### config.mk
export PLATFORM = sky130hd
export DESIGN_NAME = call_return_stack
export DESIGN_NICKNAME = d
export VERILOG_FILES = /design/src/rtl/crs_pkg.sv /design/src/rtl/crs_decode.sv /design/src/rtl/crs_target.sv /design/src/rtl/crs_lifo.sv /design/src/rtl/call_return_stack.sv
export SDC_FILE = /design/constraint.sdc
export NUM_CORES = 1
export LEC_CHECK = 0
export BUFFER_PORTS_ARGS = -buffer_cell sky130_fd_sc_hd__buf_2
export CORE_ASPECT_RATIO = 0.6
export CORE_MARGIN = 2
export CORE_UTILIZATION = 56
export CTS_CLUSTER_SIZE = 40
export DETAILED_ROUTE_END_ITERATION = 16
export GPL_TIMING_DRIVEN = 0
export PLACE_DENSITY_LB_ADDON = 0.25
export SLEW_MARGIN = 20
export SYNTH_ARGS = -nofsm -noshare
export SYNTH_HDL_FRONTEND = slang
export SYNTH_SLANG_ARGS = --single-unit
### constraint.sdc
create_clock -name clk_i -period 4.05 [get_ports clk_i]
set_input_delay 0.81 -clock clk_i [delete_from_list [all_inputs] [get_ports clk_i]]
set_output_delay 0.81 -clock clk_i [all_outputs]
set_load 0.02 [all_outputs]
### src/rtl/crs_pkg.sv
package crs_pkg;
  typedef enum logic [2:0] {
    OP_NONE,
    OP_CALL,
    OP_JUMP,
    OP_RET,
    OP_BAD
  } op_kind_e;

  localparam logic [6:0] OPC_JAL   = 7'b1101111;
  localparam logic [6:0] OPC_JALR  = 7'b1100111;
  localparam logic [6:0] OPC_CUST0 = 7'b0001011;
  localparam int         LINK_BIT  = 7;
  localparam int         OFF_W     = 25;
endpackage

### src/rtl/crs_decode.sv
module crs_decode
  import crs_pkg::*;
(
  input  logic             valid_i,
  input  logic [31:0]      instr_i,
  output op_kind_e         kind_o,
  output logic [OFF_W-1:0] offset_o
);
  always_comb begin
    kind_o = OP_NONE;
    if (valid_i) begin
      case (instr_i[6:0])
        OPC_JAL:   kind_o = instr_i[LINK_BIT] ? OP_CALL : OP_JUMP;
        OPC_JALR:  kind_o = OP_BAD;
        OPC_CUST0: kind_o = (instr_i[31:7] == '0) ? OP_RET : OP_BAD;
        default:   kind_o = OP_NONE;
      endcase
    end
  end

  // freed rd bits [11:8] sit just below the sign bit
  assign offset_o = {instr_i[31], instr_i[11:8], instr_i[19:12],
                     instr_i[20], instr_i[30:21], 1'b0};
endmodule

### src/rtl/crs_target.sv
module crs_target
  import crs_pkg::*;
#(
  parameter int XLEN = 32
) (
  input  logic [XLEN-1:0]  pc_i,
  input  logic [OFF_W-1:0] offset_i,
  output logic [XLEN-1:0]  jump_tgt_o,
  output logic [XLEN-1:0]  link_addr_o
);
  logic [XLEN-1:0] off_ext;

  generate
    if (XLEN > OFF_W) begin : g_ext
      assign off_ext = {{(XLEN-OFF_W){offset_i[OFF_W-1]}}, offset_i};
    end else begin : g_trunc
      assign off_ext = offset_i[XLEN-1:0];
    end
  endgenerate

  assign jump_tgt_o  = pc_i + off_ext;
  assign link_addr_o = pc_i + XLEN'(4);
endmodule

### src/rtl/crs_lifo.sv
module crs_lifo #(
  parameter int DEPTH = 16,
  parameter int WIDTH = 32
) (
  input  logic             clk_i,
  input  logic             rst_ni,
  input  logic             push_i,
  input  logic             pop_i,
  input  logic [WIDTH-1:0] data_i,
  output logic [WIDTH-1:0] top_o,
  output logic             full_o,
  output logic             empty_o
);
  localparam int CNT_W = $clog2(DEPTH + 1);
  localparam int PTR_W = (DEPTH > 1) ? $clog2(DEPTH) : 1;

  logic [CNT_W-1:0] count_q;
  logic [CNT_W-1:0] count_m1;
  logic [WIDTH-1:0] mem_q [DEPTH];

  assign full_o   = (count_q == CNT_W'(DEPTH));
  assign empty_o  = (count_q == '0);
  assign count_m1 = count_q - CNT_W'(1);
  assign top_o    = mem_q[count_m1[PTR_W-1:0]];

  always_ff @(posedge clk_i or negedge rst_ni) begin
    if (!rst_ni)                  count_q <= '0;
    else if (push_i && !full_o)   count_q <= count_q + CNT_W'(1);
    else if (pop_i && !empty_o)   count_q <= count_m1;
  end

  generate
    for (genvar i = 0; i < DEPTH; i++) begin : g_ent
      always_ff @(posedge clk_i or negedge rst_ni) begin
        if (!rst_ni) mem_q[i] <= '0;
        else if (push_i && !full_o && count_q[PTR_W-1:0] == PTR_W'(i))
          mem_q[i] <= data_i;
      end
    end
  endgenerate

  assert_no_push_full_R5: assert property (@(posedge clk_i) disable iff (!rst_ni)
    push_i |-> !full_o);
  assert_no_pop_empty_R6: assert property (@(posedge clk_i) disable iff (!rst_ni)
    pop_i |-> !empty_o);
  assert_push_step_R1: assert property (@(posedge clk_i) disable iff (!rst_ni)
    push_i |=> count_q == $past(count_q) + CNT_W'(1));
  assert_pop_step_R4: assert property (@(posedge clk_i) disable iff (!rst_ni)
    pop_i |=> count_q == $past(count_q) - CNT_W'(1));
  assert_hold_R2: assert property (@(posedge clk_i) disable iff (!rst_ni)
    (!push_i && !pop_i) |=> $stable(count_q));
  assert_one_op_R9: assert property (@(posedge clk_i) disable iff (!rst_ni)
    !(push_i && pop_i));
endmodule

### src/rtl/call_return_stack.sv
module call_return_stack
  import crs_pkg::*;
#(
  parameter int XLEN  = 32,
  parameter int DEPTH = 16
) (
  input  logic            clk_i,
  input  logic            rst_ni,
  input  logic            valid_i,
  input  logic [31:0]     instr_i,
  input  logic [XLEN-1:0] pc_i,
  output logic            redirect_o,
  output logic [XLEN-1:0] target_o,
  output logic            illegal_o,
  output logic            overflow_o,
  output logic            underflow_o
);
  op_kind_e         kind;
  logic [OFF_W-1:0] offset;
  logic [XLEN-1:0]  jump_tgt, link_addr, top;
  logic             full, empty, push, pop;

  crs_decode u_dec (
    .valid_i (valid_i),
    .instr_i (instr_i),
    .kind_o  (kind),
    .offset_o(offset)
  );

  crs_target #(.XLEN(XLEN)) u_tgt (
    .pc_i       (pc_i),
    .offset_i   (offset),
    .jump_tgt_o (jump_tgt),
    .link_addr_o(link_addr)
  );

  crs_lifo #(.DEPTH(DEPTH), .WIDTH(XLEN)) u_lifo (
    .clk_i  (clk_i),
    .rst_ni (rst_ni),
    .push_i (push),
    .pop_i  (pop),
    .data_i (link_addr),
    .top_o  (top),
    .full_o (full),
    .empty_o(empty)
  );

  assign push        = (kind == OP_CALL) && !full;
  assign pop         = (kind == OP_RET) && !empty;
  assign overflow_o  = (kind == OP_CALL) && full;
  assign underflow_o = (kind == OP_RET) && empty;
  assign illegal_o   = (kind == OP_BAD);
  assign redirect_o  = push || pop || (kind == OP_JUMP);
  assign target_o    = (kind == OP_RET) ? top : jump_tgt;

  assert_fault_quiet_R5: assert property (@(posedge clk_i) disable iff (!rst_ni)
    (overflow_o || underflow_o || illegal_o) |-> !redirect_o);
  assert_exclusive_R9: assert property (@(posedge clk_i) disable iff (!rst_ni)
    $onehot0({redirect_o, illegal_o, overflow_o, underflow_o}));
  assert_idle_R8: assert property (@(posedge clk_i) disable iff (!rst_ni)
    !valid_i |-> !(redirect_o || illegal_o || overflow_o || underflow_o));
  assert_jalr_R7: assert property (@(posedge clk_i) disable iff (!rst_ni)
    (valid_i && instr_i[6:0] == OPC_JALR) |-> illegal_o);
endmodule

; After elaboration in Yosys (flattened, before gate mapping)
; Cells that the tools add are included.
[totals]
output_inout_bits = 36
in_bits = 67
elab_cells = 86
reg_bits = 517
[classes]
n_bitwise = 1
add_sub_neg = 4
reduce_logical = 30
eq_ne = 23
muxes = 10
magnitude_cmp = 1
[ops]
columns = operator, count
row1 = $bmux 32 s4, 1
row2 = $mux 32, 3
row3 = $add 32x3->32 const B, 1
row4 = $add 32x32->32, 1
row5 = $eq 4x4->1 const B, 8
row6 = $logic_not 25->1, 1
row7 = $logic_and 1x1->1, 22
row8 = $eq 4x3->1 const B, 4
row9 = $eq 7x7->1 const B, 2
row10 = $mux 5, 2
row11 = $pmux 3 s3, 1
row12 = $eq 4x2->1 const B, 2
row13 = $eq 7x4->1 const B, 1
row14 = $eq 3x2->1 const B, 2
row15 = $mux 3, 2
row16 = $add 5x1->5 const B, 1
row17 = $eq 5x5->1 const B, 1
row18 = $ge 5x5->1 const B, 1
row19 = $logic_not 5->1, 1
row20 = $not 4->5, 1
row21 = $sub 5x1->5 const B, 1
row22 = $eq 4x1->1 const B, 1
row23 = $logic_not 4->1, 1
row24 = $eq 3x1->1 const B, 1
row25 = 5 further kinds, 7

; Longest topological paths before layout
; Gate-level depths: netlist of run 1.
[depth]
ltp_word = 9
mapped_depth = 14

; Modules after synthesis
; A second synthesis of run 1 with hierarchy kept.
[hier_totals]
hier_cells = 1881
area_unflattened_um2 = 26800.7
[modules_own_cells]
columns = mod, seq_area_each_um2, instances, area_each_um2, cells_per_inst
row1 = crs_lifo, 12937.4, 1, 23613.9, 1470
row2 = crs_target, 0.0, 1, 2228.4, 318
row3 = call_return_stack, 0.0, 1, 580.6, 45
row4 = crs_decode, 0.0, 1, 377.9, 48

; Least setup slack after synthesis of run 1
; Ideal clock, no wire load.
[synth_path]
path_kind = input-to-output
startpoint = input pc_i[2]
endpoint = output target_o[25]
cell_stages = 11
t_required_ns = 3.240
slack_ns = -0.482
t_arrival_ns = 3.722
path_cell_list = clkbuf_1 -> clkbuf_1 -> inv_1 -> fa_1 -> nand2b_1 -> a21oi_1 -> or2_1 -> a211oi_2 -> o41a_1 -> o31a_1 -> a311oi_1
[synth_between]
elab_chain_cells = 2
[synth_rtl]
columns = item, line
row1 = from (decl), call_return_stack.sv:11  ; input logic [XLEN-1:0] pc_i,
row2 = $add 32x32->32, crs_target.sv:21  ; assign jump_tgt_o = pc_i + off_ext;
row3 = $mux 32, call_return_stack.sv:54  ; assign target_o = (kind == OP_RET) ? top : jump_tgt;
row4 = to (decl), call_return_stack.sv:13  ; output logic [XLEN-1:0] target_o,
; Every way passes these cells.

; Worst setup path in the final report of run 1
[layout_path]
startpoint = register u_lifo.count_q[0]
endpoint = output target_o[31]
[layout_between]
elab_chain_cells = 6
[layout_rtl]
columns = item, line
row1 = from (decl), crs_lifo.sv:17  ; logic [CNT_W-1:0] count_q;
row2 = from (signal assigned), crs_lifo.sv:28  ; else if (push_i && !full_o) count_q <= count_q + CNT_W'(1);
row3 = from (signal assigned), crs_lifo.sv:29  ; else if (pop_i && !empty_o) count_q <= count_m1;
row4 = $sub 5x1->5, crs_lifo.sv:23  ; assign count_m1 = count_q - CNT_W'(1);
row5 = $not 4->5 (implied by the code), crs_lifo.sv:24  ; assign top_o = mem_q[count_m1[PTR_W-1:0]];
row6 = $bmux 32 s4, crs_lifo.sv:24
row7 = $mux 32 (implied by the code) (2 in a row), crs_lifo.sv:24
row8 = $mux 32, call_return_stack.sv:54
; Every way passes these cells. The select of a mux whose other input is x is not followed.

==> flow_metrics.env, run 1 <==
export IMPL_status="finished, violations left"
export IMPL_violations="negative setup slack"
export IMPL_vias=21411
export IMPL_syn_nets=2429
export IMPL_yosys_warnings=0
export IMPL_drtIter0Drc=2865
export IMPL_die_h_um=167.6
export IMPL_grt_overflow=0
export IMPL_nFillCells=3203
export IMPL_crit_type="flip-flop to output pin"
export IMPL_drc=0
export IMPL_mostFrequentLayoutCells="nand2_1, dfrtp_1, o21ai_0"
export IMPL_slowest_delay_ps=570
export IMPL_clk_path_buf_depth=3
export IMPL_io_buffer_count=102
export IMPL_worstMarginPinSlew_ps=1218
export IMPL_fin_total_pwr_w=0.01154
export IMPL_cts_sinks=517
export IMPL_cts_tree="yes"
export IMPL_post_drt_wl_per_cell_um=28.94
export IMPL_drive_gt1_frac=0.2275
export IMPL_core_rowCount=59
export IMPL_grt_max_degree=102
export IMPL_layout_commonest_cell="nand2_1"
export IMPL_hold_viol=0
export IMPL_synth_ff_type="dfrtp_1"
export IMPL_area_growth_pct=17.46
export IMPL_cap_violations=0
export IMPL_cts_buffers=48
export IMPL_htree_levels=2
export IMPL_crit_cells=12
export IMPL_synth_area_per_cell_um2=10.75
export IMPL_fin_area_um2=29360
export IMPL_async_flop_share=1.000
export IMPL_grt_first_pass_wirelength_um=133900
export IMPL_final_cells=3149
export IMPL_ys_seq_area_frac=0.5176
export IMPL_wirelength_um=91140
export IMPL_drt_pass1_iterations=6
export IMPL_maxSlewHeadroom=0.1823
export IMPL_final_setup_tns_ps=-8946
export IMPL_hold_path_class="input port to async pin"
export IMPL_cp_arrival_ps=3600
export IMPL_maxSlewViolCount=0
export IMPL_power_density_nw_per_um2=393.0
export IMPL_clock_latency_ps=590
export IMPL_worstPathRequired_ps=3240
export IMPL_post_place_cells=3012
export IMPL_synth_seq_cells=517
export IMPL_seq_area_um2=12940
export IMPL_reg2regPathDepth=12
export IMPL_path_cells="buf_6 -> buf_12 -> buf_16 -> clkinvlp_4 -> ha_4 -> buf_16 -> mux4_2 -> mux2i_1 -> o211ai_1 -> nand3_1 -> a211oi_2 -> buf_4"
export IMPL_max_freq_ghz=0.2267
export IMPL_start_util=0.5719
export IMPL_postRouteAntennaNets=0
export IMPL_grt_use_total=0.3940
export IMPL_die_w_um=276.7
export IMPL_clockRootBuffer="clkbuf_16"
export IMPL_antenna_found_initial=2
export IMPL_core_um2=43700
export IMPL_synthCells=2325
export IMPL_finalSetupViolations=33
export IMPL_clk_pin_slew_ps=70
export IMPL_place_area_um2=26450
export IMPL_hold_buffers=0
export IMPL_synth_area_um2=24990
export IMPL_ios=103
export IMPL_setup_ws_ps=-361.2
export IMPL_layout_nets=2634
export IMPL_r2r_end="u_lifo.mem_q[454]"
export IMPL_r2r_slack_ps=470
export IMPL_ir_worst_vdd_mv=0.3464
export IMPL_cp_start_kind="flip-flop"
export IMPL_finalCriticalPeriod_ps=4411
export IMPL_crit_slowest_cell="o211ai_1"
export IMPL_synthDistinctLibCells=68
export IMPL_clock_skew_ps=17.30
export IMPL_fp_dieArea_um2=46390
export IMPL_cp_top_family="buffers and inverters"
export IMPL_cp_max_fo=5
export IMPL_gp_congestion=0.9649
export IMPL_worstReg2RegStart="u_lifo.count_q[0]"
export IMPL_viasPerCell=6.799
export IMPL_multiInputGateArea_um2=11590
export IMPL_hpwl_um=63350
export IMPL_cp_num_buf_inv=6
export IMPL_leakage_nw=12.93
export IMPL_rsz0062_at_grt="true"
export IMPL_layout_worst_path_cycle_share=1.089
export IMPL_final_util=0.6718
export IMPL_synth_edf_count=0
export IMPL_cpMostUsedCell="buf_16"
export IMPL_grt_pass1_vias=21170
export IMPL_cp_end_kind="output pin"
## how the worst max path moves through the flow
stage	start	end	slack (ps)
6_report	u_lifo.count_q[0]	target_o[31]	-360
2_1_floorplan	pc_i[2]	target_o[25]	-70
3_3_place_gp	rst_ni	u_lifo.mem_q[320]	-8010
5_1_grt	u_lifo.count_q[0]	target_o[31]	-410
4_1_cts	u_lifo.count_q[0]	target_o[31]	-320
3_5_place_dp	u_lifo.count_q[0]	target_o[26]	-1610
## sequential cells by signal, summed over array words and instances, names as in the netlist
name / flops
u_lifo.mem_q: 512
u_lifo.count_q: 5
## power breakdown
| group | internal [W] | total (W) | leakage [nW] | switching [W] |
|---|---|---|---|---|
| logic | 0.000620 | 0.00166 | 4.93 | 0.00104 |
| clock network | 0.00262 | 0.00468 | 0.786 | 0.00207 |
| registers | 0.00518 | 0.00520 | 7.22 | 0.0000141 |
## repair_timing
action,4_1_cts,5_1_grt
setup buffers,23,20
setup endpoints to repair,101,33
pin swaps,14,17
resized for setup,174,47
gates cloned,6,1
## worst register-to-register path, stage by stage (launching register included)
cell,delay [ps]
dfrtp_1,420
buf_6,140
buf_12,120
buf_16,130
clkinvlp_4,130
ha_4,150
clkbuf_1,340
nand3_1,150
and2_1,180
clkbuf_1,150
nand3_1,530
clkbuf_1,760
o21ai_0,210
## metal layers
metal | vias up | track usage | part of all wire
li1 | 8640 | - | -
met1 | 10744 | 0.5130 | 0.36
met2 | 1749 | 0.5475 | 0.41
met3 | 276 | 0.2283 | 0.18
met4 | 2 | 0.1430 | 0.038
met5 | - | 0 | 0.0012
## layout make-up
cell class	instances	share of cell area
antenna	3	0.0002557
multi-input combinational	1603	0.3949
inverter	13	0.001790
clock buffer	67	0.04782
tap	579	0.02468
sequential	517	0.4407
buffer	189	0.03947
clock inverter	20	0.006564
timing repair buffer	158	0.04386
## per-stage QoR
| stage | hold slack [ps] | worst slack, ps |
|---|---|---|
| global route | 270.0 | -409.2 |
| global placement | 453.8 | -8011 |
| finish | 207.7 | -361.2 |
| CTS | 243.7 | -317.5 |
| floorplan | 444.6 | -69.31 |
| detailed placement | 465.0 | -1606 |
## cell usage after synthesis (4+ instances only)
library cell  count  share of area
nand2b_1          6         0.0015
dfrtp_1         517           0.52
nor3_1           11         0.0022
o21ai_0         480          0.096
and4_1            6         0.0021
or3_1             5         0.0013
clkbuf_1        148          0.022
buf_1             8         0.0012
nor4_1            6         0.0015
buf_2            28         0.0056
mux2i_1           4         0.0016
o211ai_1          7         0.0021
and3_1            8         0.0020
a211oi_1          6         0.0018
o21ai_2          10         0.0035
xor2_1           31          0.011
mux2_2           51          0.023
a21o_1           11         0.0033
o21ai_1           5         0.0010
a21oi_1          52          0.010
xnor2_1          22         0.0077
ha_1             36          0.018
nand4_1          11         0.0028
inv_1            13         0.0020
mux4_2          156           0.14
nand2_1         544          0.082
nor2_1           49         0.0074
nand3_1          34         0.0068
## kinds of logic after synthesis
| logic type | count (synthesis) | synth area share |
|---|---|---|
| and+or+nand+nor | 695 | 0.1141 |
| AOI/OAI and AO/OA | 604 | 0.1301 |
| DFF | 517 | 0.5176 |
| muxes | 211 | 0.1652 |
| buffers and inverters | 205 | 0.03364 |
| xor gates and xnor gates | 56 | 0.02053 |
| adders and majority gates | 37 | 0.01882 |
Note: power is estimated with default switching activity, not from simulation.
==> inputs of run 2 (changes only) <==
--- a/config.mk
+++ b/config.mk
@@ -9,5 +9,6 @@
 export CORE_ASPECT_RATIO = 0.6
 export CORE_MARGIN = 2
-export CORE_UTILIZATION = 56
+export CORE_UTILIZATION = 57
+export CTS_BUF_LIST = sky130_fd_sc_hd__clkbuf_8
 export CTS_CLUSTER_SIZE = 40
 export DETAILED_ROUTE_END_ITERATION = 16
==> constraint.sdc (replaced) <==
create_clock -name clk_i -period 4.05 [get_ports clk_i]
set_input_delay 0.81 -clock clk_i [delete_from_list [all_inputs] [get_ports clk_i]]
set_output_delay 0.81 -clock clk_i [all_outputs]
set_load 0.1 [all_outputs]
==> flow_metrics.env, run 2 (same netlist as run 1, synthesis figures left out) <==
export IMPL_status="finished, violations left"
export IMPL_violations="negative setup slack"
export IMPL_drc=0
export IMPL_drtIter0Drc=3107
export IMPL_worstPathRequired_ps=3240
export IMPL_hpwl_um=63080
export IMPL_max_freq_ghz=0.2017
export IMPL_area_growth_pct=20.61
export IMPL_core_um2=43330
export IMPL_hold_buffers=0
export IMPL_nFillCells=3014
export IMPL_cts_buffers=78
export IMPL_maxSlewHeadroom=0.2413
export IMPL_clk_path_buf_depth=3
export IMPL_gp_congestion=0.9372
export IMPL_whs_ps=107.1
export IMPL_clk_pin_slew_ps=70
export IMPL_cp_end_kind="output pin"
export IMPL_drt_pass1_iterations=9
export IMPL_cap_violations=0
export IMPL_crit_type="flip-flop to output pin"
export IMPL_die_w_um=274.3
export IMPL_final_setup_tns_ps=-22430
export IMPL_postRouteAntennaNets=0
export IMPL_grt_max_degree=100
export IMPL_cts_sinks=517
export IMPL_layout_worst_path_cycle_share=1.224
export IMPL_worstReg2RegStart="u_lifo.count_q[0]"
export IMPL_layout_commonest_cell="nand2_1"
export IMPL_cp_max_fo=4
export IMPL_rsz0062_at_grt="true"
export IMPL_reg2regPathDepth=11
export IMPL_clock_skew_ps=22.09
export IMPL_grt_first_pass_wirelength_um=132900
export IMPL_cp_arrival_ps=4150
export IMPL_htree_levels=3
export IMPL_finalCriticalPeriod_ps=4958
export IMPL_top_regs="u_lifo.mem_q: 512 flops, u_lifo.count_q: 5 flops"
export IMPL_ios=103
export IMPL_wirelength_um=90710
export IMPL_grt_use_total=0.3989
export IMPL_cts_tree="yes"
export IMPL_r2r_end="u_lifo.mem_q[481]"
export IMPL_drive_gt1_frac=0.2434
export IMPL_maxSlewViolCount=0
export IMPL_top_register="u_lifo.mem_q"
export IMPL_fp_dieArea_um2=45590
export IMPL_worstMarginPinSlew_ps=1130
export IMPL_final_util=0.6956
export IMPL_largest_register_ffs=512
export IMPL_clockRootBuffer="clkbuf_8"
export IMPL_core_rowCount=59
export IMPL_final_cells=3194
export IMPL_layout_nets=2662
export IMPL_post_place_cells=3012
export IMPL_ir_worst_vdd_mv=0.3203
export IMPL_dp_slack_ps=-1606
export IMPL_vias=21590
export IMPL_mostFrequentLayoutCells="nand2_1, dfrtp_1, o21ai_0"
export IMPL_setup_ws_ps=-908.1
export IMPL_leakage_nw=13.27
export IMPL_hold_viol=0
export IMPL_io_buffer_count=102
export IMPL_die_h_um=166.2
export IMPL_start_util=0.5768
export IMPL_grt_overflow=0
export IMPL_antenna_found_initial=2
export IMPL_viasPerCell=6.760
export IMPL_power_density_nw_per_um2=402.9
export IMPL_finalSetupViolations=32
export IMPL_hold_path_class="input port to async pin"
export IMPL_grt_pass1_vias=21096
export IMPL_clock_latency_ps=670
export IMPL_post_drt_wl_per_cell_um=28.40
export IMPL_r2r_slack_ps=730
export IMPL_cp_start_kind="flip-flop"
run 2: cell types whose count changed in the layout (fill, tap and decap cells not counted), sizes merged, moves of 2 or more:
cell	before	now
inv	13	33
buf	190	194
clkbuf	222	256
clkinv	12	4
clkinvlp	5	3
run 2: cell type report:
type                       instances  area [um^2]  area share
antenna                            2        5.005   0.0001660
buffer                           190         1197     0.03972
clock buffer                     106         1459     0.04840
clock inverter                    29        178.9    0.005936
inverter                          13        52.55    0.001743
multi-input combinational       1603        11890      0.3944
sequential                       517        12940      0.4292
tap                              579        724.4     0.02403
timing repair buffer             155         1702     0.05645
run 2: per-stage QoR:
stage          power [W]  area (um^2)
6_report         0.01215        30140
5_1_grt          0.01242        30140
4_1_cts          0.01192        29680
3_5_place_dp    0.007109        26760
3_3_place_gp    0.007072        26590
2_1_floorplan   0.006528        25360
run 2: worst max-delay path by stage:
stage	startpoint	endpoint	slack, ps
after floorplan	instr_i[25]	target_o[24]	-430
after global placement	rst_ni	u_lifo.mem_q[195]	-7880
after detailed placement	u_lifo.count_q[0]	target_o[3]	-1610
after CTS	u_lifo.count_q[0]	target_o[31]	-590
after global routing	u_lifo.count_q[0]	target_o[31]	-870
final	u_lifo.count_q[0]	target_o[31]	-910
run 2: worst max-delay path, cell delays in order (launching register included):
cell	delay (ps)
dfrtp_1	410
buf_6	130
buf_12	110
buf_16	110
buf_12	120
clkinvlp_4	190
buf_6	190
ha_4	170
xnor2_4	190
buf_6	190
mux4_2	190
mux2i_1	70
o211ai_1	650
nand3_1	230
a211oi_4	290
buf_12	220
run 2: timing repair:
action | in CTS | in global routing
setup endpoints to repair | 36 | 34
setup buffers | 22 | 23
gates resized for setup | 273 | 51
pin swaps | 10 | 16
gates cloned | 3 | 3
hold endpoints to repair | 0 | 0
run 2: power by group:
| group | total, W | switching [W] | internal (W) | leakage (nW) |
|---|---|---|---|---|
| Sequential | 0.00519 | 0.0000113 | 0.00518 | 7.22 |
| Clock | 0.00459 | 0.00214 | 0.00245 | 0.917 |
| Combinational | 0.00236 | 0.00151 | 0.000854 | 5.13 |
run 2: layer usage:
layer  up-vias  track usage  share of wire
met5         -      0.02316         0.0020
li1       8715            -              -
met2      1795       0.5335           0.41
met3       273       0.1903           0.17
met4         6       0.1432          0.040
met1     10801       0.5664           0.38
